## config.mk

```make
export PLATFORM = sky130hd
export DESIGN_NAME = sar_adc_ctrl
export DESIGN_NICKNAME = d
export VERILOG_FILES = /design/src/rtl/sar_pkg.sv /design/src/rtl/sar_tick_div.sv /design/src/rtl/sar_engine.sv /design/src/rtl/sar_adc_ctrl.sv
export SDC_FILE = /design/constraint.sdc
export NUM_CORES = 1
export LEC_CHECK = 0
export ABC_AREA = 1
export CAP_MARGIN = 20
export CORE_ASPECT_RATIO = 0.5
export CORE_UTILIZATION = 45
export CTS_BUF_LIST = sky130_fd_sc_hd__clkbuf_4
export CTS_CLUSTER_SIZE = 16
export DETAILED_ROUTE_END_ITERATION = 10
export PLACE_DENSITY = 0.8
export SYNTH_ARGS = -nofsm -noshare
export SYNTH_HDL_FRONTEND = slang
export SYNTH_SLANG_ARGS = --single-unit
```

## constraint.sdc

```tcl
create_clock -name clk -period 6.8 [get_ports clk]
set_clock_uncertainty 0.05 [all_clocks]
set_input_delay 1.36 -clock clk [delete_from_list [all_inputs] [get_ports clk]]
set_output_delay 1.36 -clock clk [all_outputs]
set_load 0.02 [all_outputs]
```

## src/rtl/sar_pkg.sv

```systemverilog
package sar_pkg;
  // Register byte offsets
  localparam int OFF_CTRL  = 'h04;
  localparam int OFF_STAT  = 'h08;
  localparam int OFF_CFG   = 'h0C;
  localparam int OFF_RES0  = 'h14;
  localparam int OFF_IEN   = 'h20;
  localparam int OFF_ICLR  = 'h24;
  localparam int OFF_IPEND = 'h28;

  // Bit positions the sequencer and software agree on
  localparam int SEL_LSB   = 5;
  localparam int VALID_BIT = 15;
  localparam int SU_LSB    = 0;
  localparam int SW_LSB    = 8;
  localparam int DIV_LSB   = 12;
  localparam int CP_LSB    = 16;

  typedef enum logic [1:0] {
    PH_IDLE    = 2'd0,
    PH_STARTUP = 2'd1,
    PH_SAMPLE  = 2'd2,
    PH_COMPARE = 2'd3
  } phase_e;
endpackage

```

## src/rtl/sar_tick_div.sv

```systemverilog
module sar_tick_div #(
  parameter int DIV_W = 4
) (
  input  logic             clk,
  input  logic             rst_n,
  input  logic             clear,
  input  logic             run,
  input  logic [DIV_W-1:0] div,
  output logic             tick
);
  logic [DIV_W-1:0] cnt_q, cnt_d;
  logic             cnt_en;

  assign tick   = run && (cnt_q == div);
  assign cnt_en = clear || run;

  always_comb begin
    cnt_d = cnt_q;
    if (clear || tick) cnt_d = '0;
    else               cnt_d = cnt_q + 1'b1;
  end

  always_ff @(posedge clk or negedge rst_n) begin
    if (!rst_n)      cnt_q <= '0;
    else if (cnt_en) cnt_q <= cnt_d;
  end

  // ticks are spaced div+1 cycles apart; the counter never passes the divider
  a_r4_cnt_bound: assert property (@(posedge clk) disable iff (!rst_n)
    run |-> (cnt_q <= div) || $changed(div));
endmodule

```

## src/rtl/sar_engine.sv

```systemverilog
module sar_engine
  import sar_pkg::*;
#(
  parameter int RES_W = 12,
  parameter int CNT_W = 5
) (
  input  logic             clk,
  input  logic             rst_n,
  input  logic             start,
  input  logic             abort,
  input  logic             tick,
  input  logic             cmp_in,
  input  logic [CNT_W-1:0] lim_startup,
  input  logic [CNT_W-1:0] lim_sample,
  input  logic [CNT_W-1:0] lim_compare,
  output logic             busy,
  output logic             done,
  output logic [RES_W-1:0] res_next,
  output logic [RES_W-1:0] trial
);
  phase_e           phase_q, phase_d;
  logic [CNT_W-1:0] pcnt_q, pcnt_d, lim;
  logic [RES_W-1:0] acc_q, acc_d, probe;
  logic             upd, last, in_sar;

  assign busy   = (phase_q != PH_IDLE);
  assign upd    = start || abort || (tick && busy);
  assign in_sar = (phase_q == PH_COMPARE) && (int'(pcnt_q) < RES_W);

  always_comb begin
    probe = '0;
    for (int k = 0; k < RES_W; k++)
      if (in_sar && (int'(pcnt_q) == RES_W - 1 - k)) probe[k] = 1'b1;
  end

  assign trial = acc_q | probe;

  always_comb begin
    case (phase_q)
      PH_STARTUP: lim = lim_startup;
      PH_SAMPLE:  lim = lim_sample;
      default:    lim = lim_compare;
    endcase
  end
  assign last = (pcnt_q == lim);

  always_comb begin
    phase_d = phase_q;
    pcnt_d  = pcnt_q;
    acc_d   = acc_q;
    done    = 1'b0;
    if (abort) begin
      phase_d = PH_IDLE;
      pcnt_d  = '0;
    end else if (start) begin
      phase_d = PH_STARTUP;
      pcnt_d  = '0;
      acc_d   = '0;
    end else if (tick && busy) begin
      pcnt_d = last ? '0 : pcnt_q + 1'b1;
      if (phase_q == PH_COMPARE && cmp_in) acc_d = acc_q | probe;
      if (last) begin
        case (phase_q)
          PH_STARTUP: phase_d = PH_SAMPLE;
          PH_SAMPLE:  phase_d = PH_COMPARE;
          default: begin
            phase_d = PH_IDLE;
            done    = 1'b1;
          end
        endcase
      end
    end
  end

  assign res_next = acc_d;

  always_ff @(posedge clk or negedge rst_n) begin
    if (!rst_n) begin
      phase_q <= PH_IDLE;
      pcnt_q  <= '0;
      acc_q   <= '0;
    end else if (upd) begin
      phase_q <= phase_d;
      pcnt_q  <= pcnt_d;
      acc_q   <= acc_d;
    end
  end

  a_r2_start_enters_startup: assert property (@(posedge clk) disable iff (!rst_n)
    start && !abort |=> phase_q == PH_STARTUP);
  a_r7_abort_idles: assert property (@(posedge clk) disable iff (!rst_n)
    abort |=> !busy);
  a_r4_done_ends_busy: assert property (@(posedge clk) disable iff (!rst_n)
    done |=> !busy);
  a_r4_phase_moves_on_tick: assert property (@(posedge clk) disable iff (!rst_n)
    !tick && !start && !abort |=> $stable(phase_q));
  a_r5_one_probe_bit: assert property (@(posedge clk) disable iff (!rst_n)
    $onehot0(probe));
endmodule

```

## src/rtl/sar_adc_ctrl.sv

```systemverilog
module sar_adc_ctrl
  import sar_pkg::*;
#(
  parameter int NCH    = 3,
  parameter int RES_W  = 12,
  parameter int ADDR_W = 8,
  parameter int DW     = 32,
  parameter int SU_W   = 5,
  parameter int SW_W   = 4,
  parameter int DIV_W  = 4,
  parameter int CP_W   = 4
) (
  input  logic              clk,
  input  logic              rst_n,
  input  logic              bus_we,
  input  logic [ADDR_W-1:0] bus_addr,
  input  logic [DW-1:0]     bus_wdata,
  output logic [DW-1:0]     bus_rdata,
  input  logic              cmp_in,
  output logic [RES_W-1:0]  trial_code,
  output logic              irq
);
  localparam int CNT_W = (SU_W > CP_W) ? SU_W : CP_W;
  localparam logic [DW-1:0] CTRL_MASK = DW'(((1 << NCH) - 1) << SEL_LSB) | DW'(1);
  localparam logic [DW-1:0] CFG_MASK  = DW'(((1 << SU_W) - 1) << SU_LSB)
                                      | DW'(((1 << SW_W) - 1) << SW_LSB)
                                      | DW'(((1 << DIV_W) - 1) << DIV_LSB)
                                      | DW'(((1 << CP_W) - 1) << CP_LSB);

  // Reset: asserted asynchronously, released on a clock edge
  logic [1:0] rsync_q;
  logic       rst_s_n;
  always_ff @(posedge clk or negedge rst_n) begin
    if (!rst_n) rsync_q <= '0;
    else        rsync_q <= {rsync_q[0], 1'b1};
  end
  assign rst_s_n = rsync_q[1];

  // Bus decode
  logic            wr_ctrl, wr_cfg, wr_ien, wr_iclr;
  logic            start, abort, done, busy, tick;
  logic [NCH-1:0]  sel_w;
  logic [DW-1:0]   ctrl_q, cfg_q, ien_q;
  logic            pend_q, pend_d;
  logic [NCH-1:0]  ch_q;
  logic [RES_W-1:0] res_next;

  assign wr_ctrl = bus_we && (bus_addr == ADDR_W'(OFF_CTRL));
  assign wr_cfg  = bus_we && (bus_addr == ADDR_W'(OFF_CFG));
  assign wr_ien  = bus_we && (bus_addr == ADDR_W'(OFF_IEN));
  assign wr_iclr = bus_we && (bus_addr == ADDR_W'(OFF_ICLR)) && bus_wdata[0];
  assign sel_w   = bus_wdata[SEL_LSB +: NCH];
  assign start   = wr_ctrl && bus_wdata[0] && $onehot(sel_w);
  assign abort   = wr_ctrl && !bus_wdata[0];

  always_ff @(posedge clk or negedge rst_s_n) begin
    if (!rst_s_n) begin
      ctrl_q <= '0;
      cfg_q  <= '0;
      ien_q  <= '0;
      ch_q   <= '0;
    end else begin
      if (wr_ctrl) ctrl_q <= bus_wdata & CTRL_MASK;
      if (wr_cfg)  cfg_q  <= bus_wdata & CFG_MASK;
      if (wr_ien)  ien_q  <= bus_wdata & DW'(1);
      if (start)   ch_q   <= sel_w;
    end
  end

  // Completion flag: a finishing conversion wins over a clear
  always_comb begin
    pend_d = pend_q;
    if (wr_iclr) pend_d = 1'b0;
    if (done)    pend_d = 1'b1;
  end
  always_ff @(posedge clk or negedge rst_s_n) begin
    if (!rst_s_n) pend_q <= 1'b0;
    else          pend_q <= pend_d;
  end
  assign irq = pend_q && ien_q[0];

  sar_tick_div #(.DIV_W(DIV_W)) u_div (
    .clk   (clk),
    .rst_n (rst_s_n),
    .clear (start || abort),
    .run   (busy),
    .div   (cfg_q[DIV_LSB +: DIV_W]),
    .tick  (tick)
  );

  sar_engine #(.RES_W(RES_W), .CNT_W(CNT_W)) u_eng (
    .clk         (clk),
    .rst_n       (rst_s_n),
    .start       (start),
    .abort       (abort),
    .tick        (tick),
    .cmp_in      (cmp_in),
    .lim_startup (CNT_W'(cfg_q[SU_LSB +: SU_W])),
    .lim_sample  (CNT_W'(cfg_q[SW_LSB +: SW_W])),
    .lim_compare (CNT_W'(cfg_q[CP_LSB +: CP_W])),
    .busy        (busy),
    .done        (done),
    .res_next    (res_next),
    .trial       (trial_code)
  );

  // Per-channel result registers
  logic [RES_W-1:0] res_q [NCH];
  logic [NCH-1:0]   valid_q;
  for (genvar n = 0; n < NCH; n++) begin : g_ch
    logic res_we, vld_clr;
    assign res_we  = done && ch_q[n];
    assign vld_clr = start && sel_w[n];
    always_ff @(posedge clk or negedge rst_s_n) begin
      if (!rst_s_n) begin
        res_q[n]   <= '0;
        valid_q[n] <= 1'b0;
      end else if (res_we || vld_clr) begin
        if (res_we) res_q[n] <= res_next;
        valid_q[n] <= res_we && !vld_clr;
      end
    end
  end

  // Read mux
  always_comb begin
    bus_rdata = '0;
    case (bus_addr)
      ADDR_W'(OFF_CTRL):  bus_rdata = ctrl_q;
      ADDR_W'(OFF_STAT):  bus_rdata[0] = busy;
      ADDR_W'(OFF_CFG):   bus_rdata = cfg_q;
      ADDR_W'(OFF_IEN):   bus_rdata = ien_q;
      ADDR_W'(OFF_IPEND): bus_rdata[0] = pend_q;
      default: ;
    endcase
    for (int n = 0; n < NCH; n++) begin
      if (bus_addr == ADDR_W'(OFF_RES0 + 4 * n)) begin
        bus_rdata[RES_W-1:0] = res_q[n];
        bus_rdata[VALID_BIT] = valid_q[n];
      end
    end
  end

  a_r8_done_sets_pending: assert property (@(posedge clk) disable iff (!rst_s_n)
    done |=> pend_q);
  a_r6_done_sets_valid: assert property (@(posedge clk) disable iff (!rst_s_n)
    done |=> (valid_q & ch_q) == ch_q);
  a_r6_start_clears_valid: assert property (@(posedge clk) disable iff (!rst_s_n)
    start |=> (valid_q & ch_q) == '0);
  a_r7_abort_no_pending: assert property (@(posedge clk) disable iff (!rst_s_n)
    abort && !pend_q |=> !pend_q);
  a_r8_irq_needs_enable: assert property (@(posedge clk) disable iff (!rst_s_n)
    irq |-> ien_q[0] && pend_q);
endmodule

```

After elaboration in Yosys (flattened, before gate mapping) --
Cells that the tools add are included.
Word-level totals: input port bits 44, logic and storage cells 146, bits in registers 90, output and inout bits 45
Cells by class: bitwise gates (word level) 1, add/sub/neg operators 4, reduce and logical (&&, ||, !) cells 56, $lt $le $gt $ge 1, multiplexer cells 42, eq/ne operators 26
Operators by type and width (count):
- $mux W12 | 7
- $pmux W19 S2 | 1
- $logic_and A1 B1 Y1 | 34
- $eq A8 B5 Y1 const B | 3
- $eq A8 B6 Y1 const B | 3
- $mux W1 | 22
- $eq A5 B4 Y1 const B | 4
- $eq A5 B5 Y1 const B | 4
- $mux W5 | 4
- $eq A8 B4 Y1 const B | 2
- $or A12 B12 Y12 | 1
- $eq A5 B3 Y1 const B | 2
- $pmux W5 S2 | 1
- $eq A8 B3 Y1 const B | 1
- $mux W2 | 4
- $reduce_and A2 Y1 | 4
- $logic_or A1 B1 Y1 | 7
- $reduce_bool A3 Y1 | 2
- $add A5 B1 Y5 const B | 1
- $eq A5 B2 Y1 const B | 1
- $eq A5 B5 Y1 | 1
- $logic_not A5 Y1 | 1
- $lt A5 B4 Y1 const B | 1
- $pmux W1 S5 | 1
- 12 further kinds | 18

Depth between registers and ports, before layout --
word-level depth 10, depth in mapped cells 13, gate-level depth less buffers 13

By module --
A second synthesis with hierarchy kept.
Second synthesis, totals: cells, all modules 648, area, all modules 4974.8 um2
By module, submodules not included:
- sar_adc_ctrl | cells an instance 391, sequential area each 1676.6 um2, times used 1, area each 3220.6 um2
- sar_engine | cells an instance 213, sequential area each 475.5 um2, times used 1, area each 1466.4 um2
- sar_tick_div | cells an instance 44, sequential area each 100.1 um2, times used 1, area each 287.8 um2

Least setup slack after synthesis --
OpenSTA, ideal clock, no wires.
path kind in2out, start input port bus_addr[7], end output port bus_rdata[10], buffers on the path 1, path slack 2941 ps, arrival time 2449 ps, stages 8, data required time 5390 ps, path through nor2_2 nand2_1 nor2_1 nand2_1 inv_1 clkbuf_1 nand2_1 nand4_1
On the way: cells in the longest elaborated chain, start to end 5, elaborated cells on any way between the ends 9, classes of those cells eq/ne (5); mux (4)
RTL lines:
- start: declaration | line sar_adc_ctrl.sv:16 | input logic [ADDR_W-1:0] bus_addr,
- $eq A8 B4 Y1 / $eq A8 B3 Y1 (equally long branches) | line sar_adc_ctrl.sv:128 | case (bus_addr)
- $pmux W19 S2 | line sar_adc_ctrl.sv:128
- $mux W12 (2 in a row) | line sar_adc_ctrl.sv:137 | if (bus_addr == ADDR_W'(OFF_RES0 + 4 * n)) begin
- $mux W12 (*) | line sar_adc_ctrl.sv:137
- end: declaration | line sar_adc_ctrl.sv:18 | output logic [DW-1:0] bus_rdata,
Every way passes the cells marked *; elsewhere a longest branch is shown, timed or not.

Worst setup path after layout --
start input port bus_addr[7], end output port bus_rdata[4]
The elaborated chain is that of the path after synthesis.

==> flow_summary.json <==
{
  "period_needed_ns": 5.51,
  "power_frac_seq_pct": 48.1,
  "pre_cts_slack_ns": 1.36,
  "worst_path_largest_cell_delay_ns": 0.81,
  "synth_area_per_cell_um2": 7.72,
  "final.hold.worst_slack_ns": 0.253,
  "final-instance-count-excl-fill": 868,
  "ctsHtreeMaxLevel": 3,
  "leakagePower_nw": 3.08,
  "cp.arrival_ns": 4.10,
  "grt_antenna_before_repair": 0,
  "grt_usage_pct": 23.4,
  "p_switching_uw": 451,
  "timing.final.setup_violations": 0,
  "max_clock_freq_mhz": 181,
  "timing.critical_path.cells": "clkdlybuf4s50_1 -> nor2_2 -> nand2_1 -> nor2_1 -> buf_4 -> and2_0 -> nand2_1 -> o2111ai_1 -> clkdlybuf4s50_1",
  "cts-buffers-inserted": 9,
  "via_per_inst": 5.34,
  "routed_wl_um": 13100,
  "gp_congestion": 0.910,
  "timing.critical_path.from_type": "primary input",
  "yosys.cell_count.top_type": "sky130_fd_sc_hd__nand2_1",
  "post-route-drc-count": 3,
  "insertedDiodeCount": 0,
  "clkSinkCount": 90,
  "design.portCount": 89,
  "p_comb_share_pct": 27.1,
  "num_vias": 4635,
  "nets": 772,
  "cts_root_buffer": "sky130_fd_sc_hd__clkbuf_4",
  "synth.yosys.warnings": 0,
  "wire_per_inst_um": 15.1,
  "timing.setup.critical_path_class": "primary input to output port",
  "worst_slew_margin_rel_pct": 33.8,
  "utilization_after_layout_pct": 53.7,
  "cp_data_required_time_ns": 5.39,
  "p_int_uw": 813,
  "detail-route-antenna-nets": 0,
  "path_clk_slew_ns": 0.14,
  "effective_utilization_at_floorplan_pct": 46.3,
  "yosys.area.top_type": "sky130_fd_sc_hd__dfrtp_1",
  "synth_top_cells_by_area": "sky130_fd_sc_hd__dfrtp_1 44%, sky130_fd_sc_hd__nand2_1 16%, sky130_fd_sc_hd__nand3_1 6.8%",
  "die_width_um": 153,
  "place_inst": 852,
  "asyncSetResetFlopFracSynth_pct": 100,
  "grt_max_degree": 51,
  "core_mm2": 0.0110,
  "fp-row-count": 27,
  "commonest_cells_in_the_netlist": "211 x sky130_fd_sc_hd__nand2_1, 90 x sky130_fd_sc_hd__dfrtp_1, 69 x sky130_fd_sc_hd__nand3_1",
  "final_max_slew_viol_count": 0,
  "cts_hold_buf": 0,
  "clock_path_buffers": 2,
  "layout-area-overhead-vs-synth_pct": 15.9,
  "insertion_delay_to_the_later_sink_of_the_worst_skew_pair_ns": 0.47,
  "unrepaired_setup_endpoints_after_global_routing": "false",
  "peakVddDrop_v": 0.000100,
  "worst_hold_path_type": "register to asynchronous set/reset pin",
  "tritoncts": "done",
  "number_of_flops_mapped_to_enable_cells_by_yosys": 0,
  "yosys.cell_types.count": 38,
  "finalSetupTns_ns": 0,
  "maxCapViolCount": 0,
  "timing_hold_violations_final": 0,
  "floorplan.die_area_mm2": 0.0118,
  "cts_repair_resize_count": 0,
  "worst_path_max_delay_cell": "sky130_fd_sc_hd__and2_0",
  "final_layout_size_suffix_gt1_share_pct": 9.13,
  "place.port_buffers": 64,
  "cts_setup_buffers": 0,
  "ys.flop_type": "sky130_fd_sc_hd__dfrtp_1",
  "cp-startpoint": "bus_addr[7]",
  "vertical_die_dimension_um": 77.3,
  "final_design_area_no_fill_mm2": 0.00591,
  "power.density_cell_area_mw_per_mm2": 214,
  "worst_pin_slew_ns": 0.992,
  "share_clk_of_total_power_pct": 24.8,
  "first_pass_grt_wire_length_um": 21400,
  "yosys_top_cell_area_share_pct": 44.1,
  "switching_share_pct": 35.7,
  "synth.cell_area_mm2": 0.00510,
  "netlist_instances": 661,
  "detailed_place.area_mm2": 0.00577,
  "setup_slack_ns": 1.29,
  "first_global_vias": 4381,
  "failed_checks": "DRC",
  "total_gr_overflow": 0,
  "worst-path-max-fanout": 14,
  "timing.rr.start": "u_eng.phase_q[0]",
  "fin_total_pwr_mw": 1.26,
  "critical_path_endpoint_category": "output port",
  "dr.pass1.iters": 8,
  "place_hpwl_um": 9270,
  "yosys_register_bits": 90,
  "filler_cell_count": 991,
  "ys_seq_area_share_pct": 44.1,
  "drt-initial-drc-count": 398,
  "layout_worst_path_cycle_share_pct": 81.1,
  "run_status": "finished, violations left"
}
-- flip-flops by register name, indices dropped and copies added (netlist names) --
name / count
u_div.cnt_q: 4
res_q: 36
u_eng.pcnt_q: 5
rsync_q: 2
ien_q: 1
u_eng.acc_q: 12
pend_q: 1
ctrl_q: 4
valid_q: 3
cfg_q: 17
ch_q: 3
u_eng.phase_q: 2
-- worst paths after layout --
path	depth (start not counted)	slack, ns	to
setup / recovery	9	1.29	bus_rdata[4]
hold / removal	0	0.25	ctrl_q[6]
setup reg to reg	11	4.11	res_q[25]
hold reg to reg	0	0.25	ctrl_q[6]
max in group asynchronous	1	5.40	u_eng.acc_q[3]
min in group clk	0	0.33	rsync_q[1]
-- worst max-delay path, delay by kind of cell --
family          cells  cell delay [ns]
compound gates      1             0.16
buf+inv             3             1.32
simple gates        5             1.25
-- per-layer routing --
metal | GRT usage, % | wire (µm)
met3 | 4.80 | 918
met5 | 0 | 0
met2 | 38.5 | 6050
met1 | 31.0 | 5850
met4 | 7.88 | 324
-- cells by family after synthesis --
logic type	after synthesis	synth area share [%]
XOR/XNOR	1	0.172
AND/OR/NAND/NOR	401	36.5
other	2	0.147
adder cells (fa/ha/maj)	10	2.60
AO/OA/AOI/OAI	48	5.37
multiplexers	7	1.54
flip-flops	90	44.1
buffers and inverters	102	9.51
-- placed cells by master (no fill, tap or decap), drive strengths merged, types with 2 or more instances in the layout --
cell type,count
a21oi,13
ha,9
dfrtp,90
nor3,2
inv,72
o22ai,2
nand3,73
nand3b,2
nand2,223
o21ai,27
clkinv,2
conb,13
mux2,7
clkdlybuf4s50,64
o2111ai,2
nor2,79
clkbuf,11
nand4,21
buf,2
-- power by group through the flow --
stage          Sequential, mW  Combinational [mW]  Clock [mW]
2_1_floorplan           0.608               0.224           0
3_3_place_gp            0.615               0.329           0
3_5_place_dp            0.617               0.338           0
4_1_cts                 0.607               0.339       0.317
5_1_grt                 0.613               0.378       0.341
6_report                0.608               0.342       0.314
-- area by class of cell --
class                   count  area (µm²)  area share (%)
multi-input cells         480        2410            40.7
flip-flops and latches     90        2260            38.1
repair buffers             66         656            11.1
inverters                  71         269            4.55
well taps                 145         181            3.07
clock buffers              11        82.6            1.40
clock inverters             5        62.6            1.06
No activity file was read; power rests on OpenSTA's default activity.
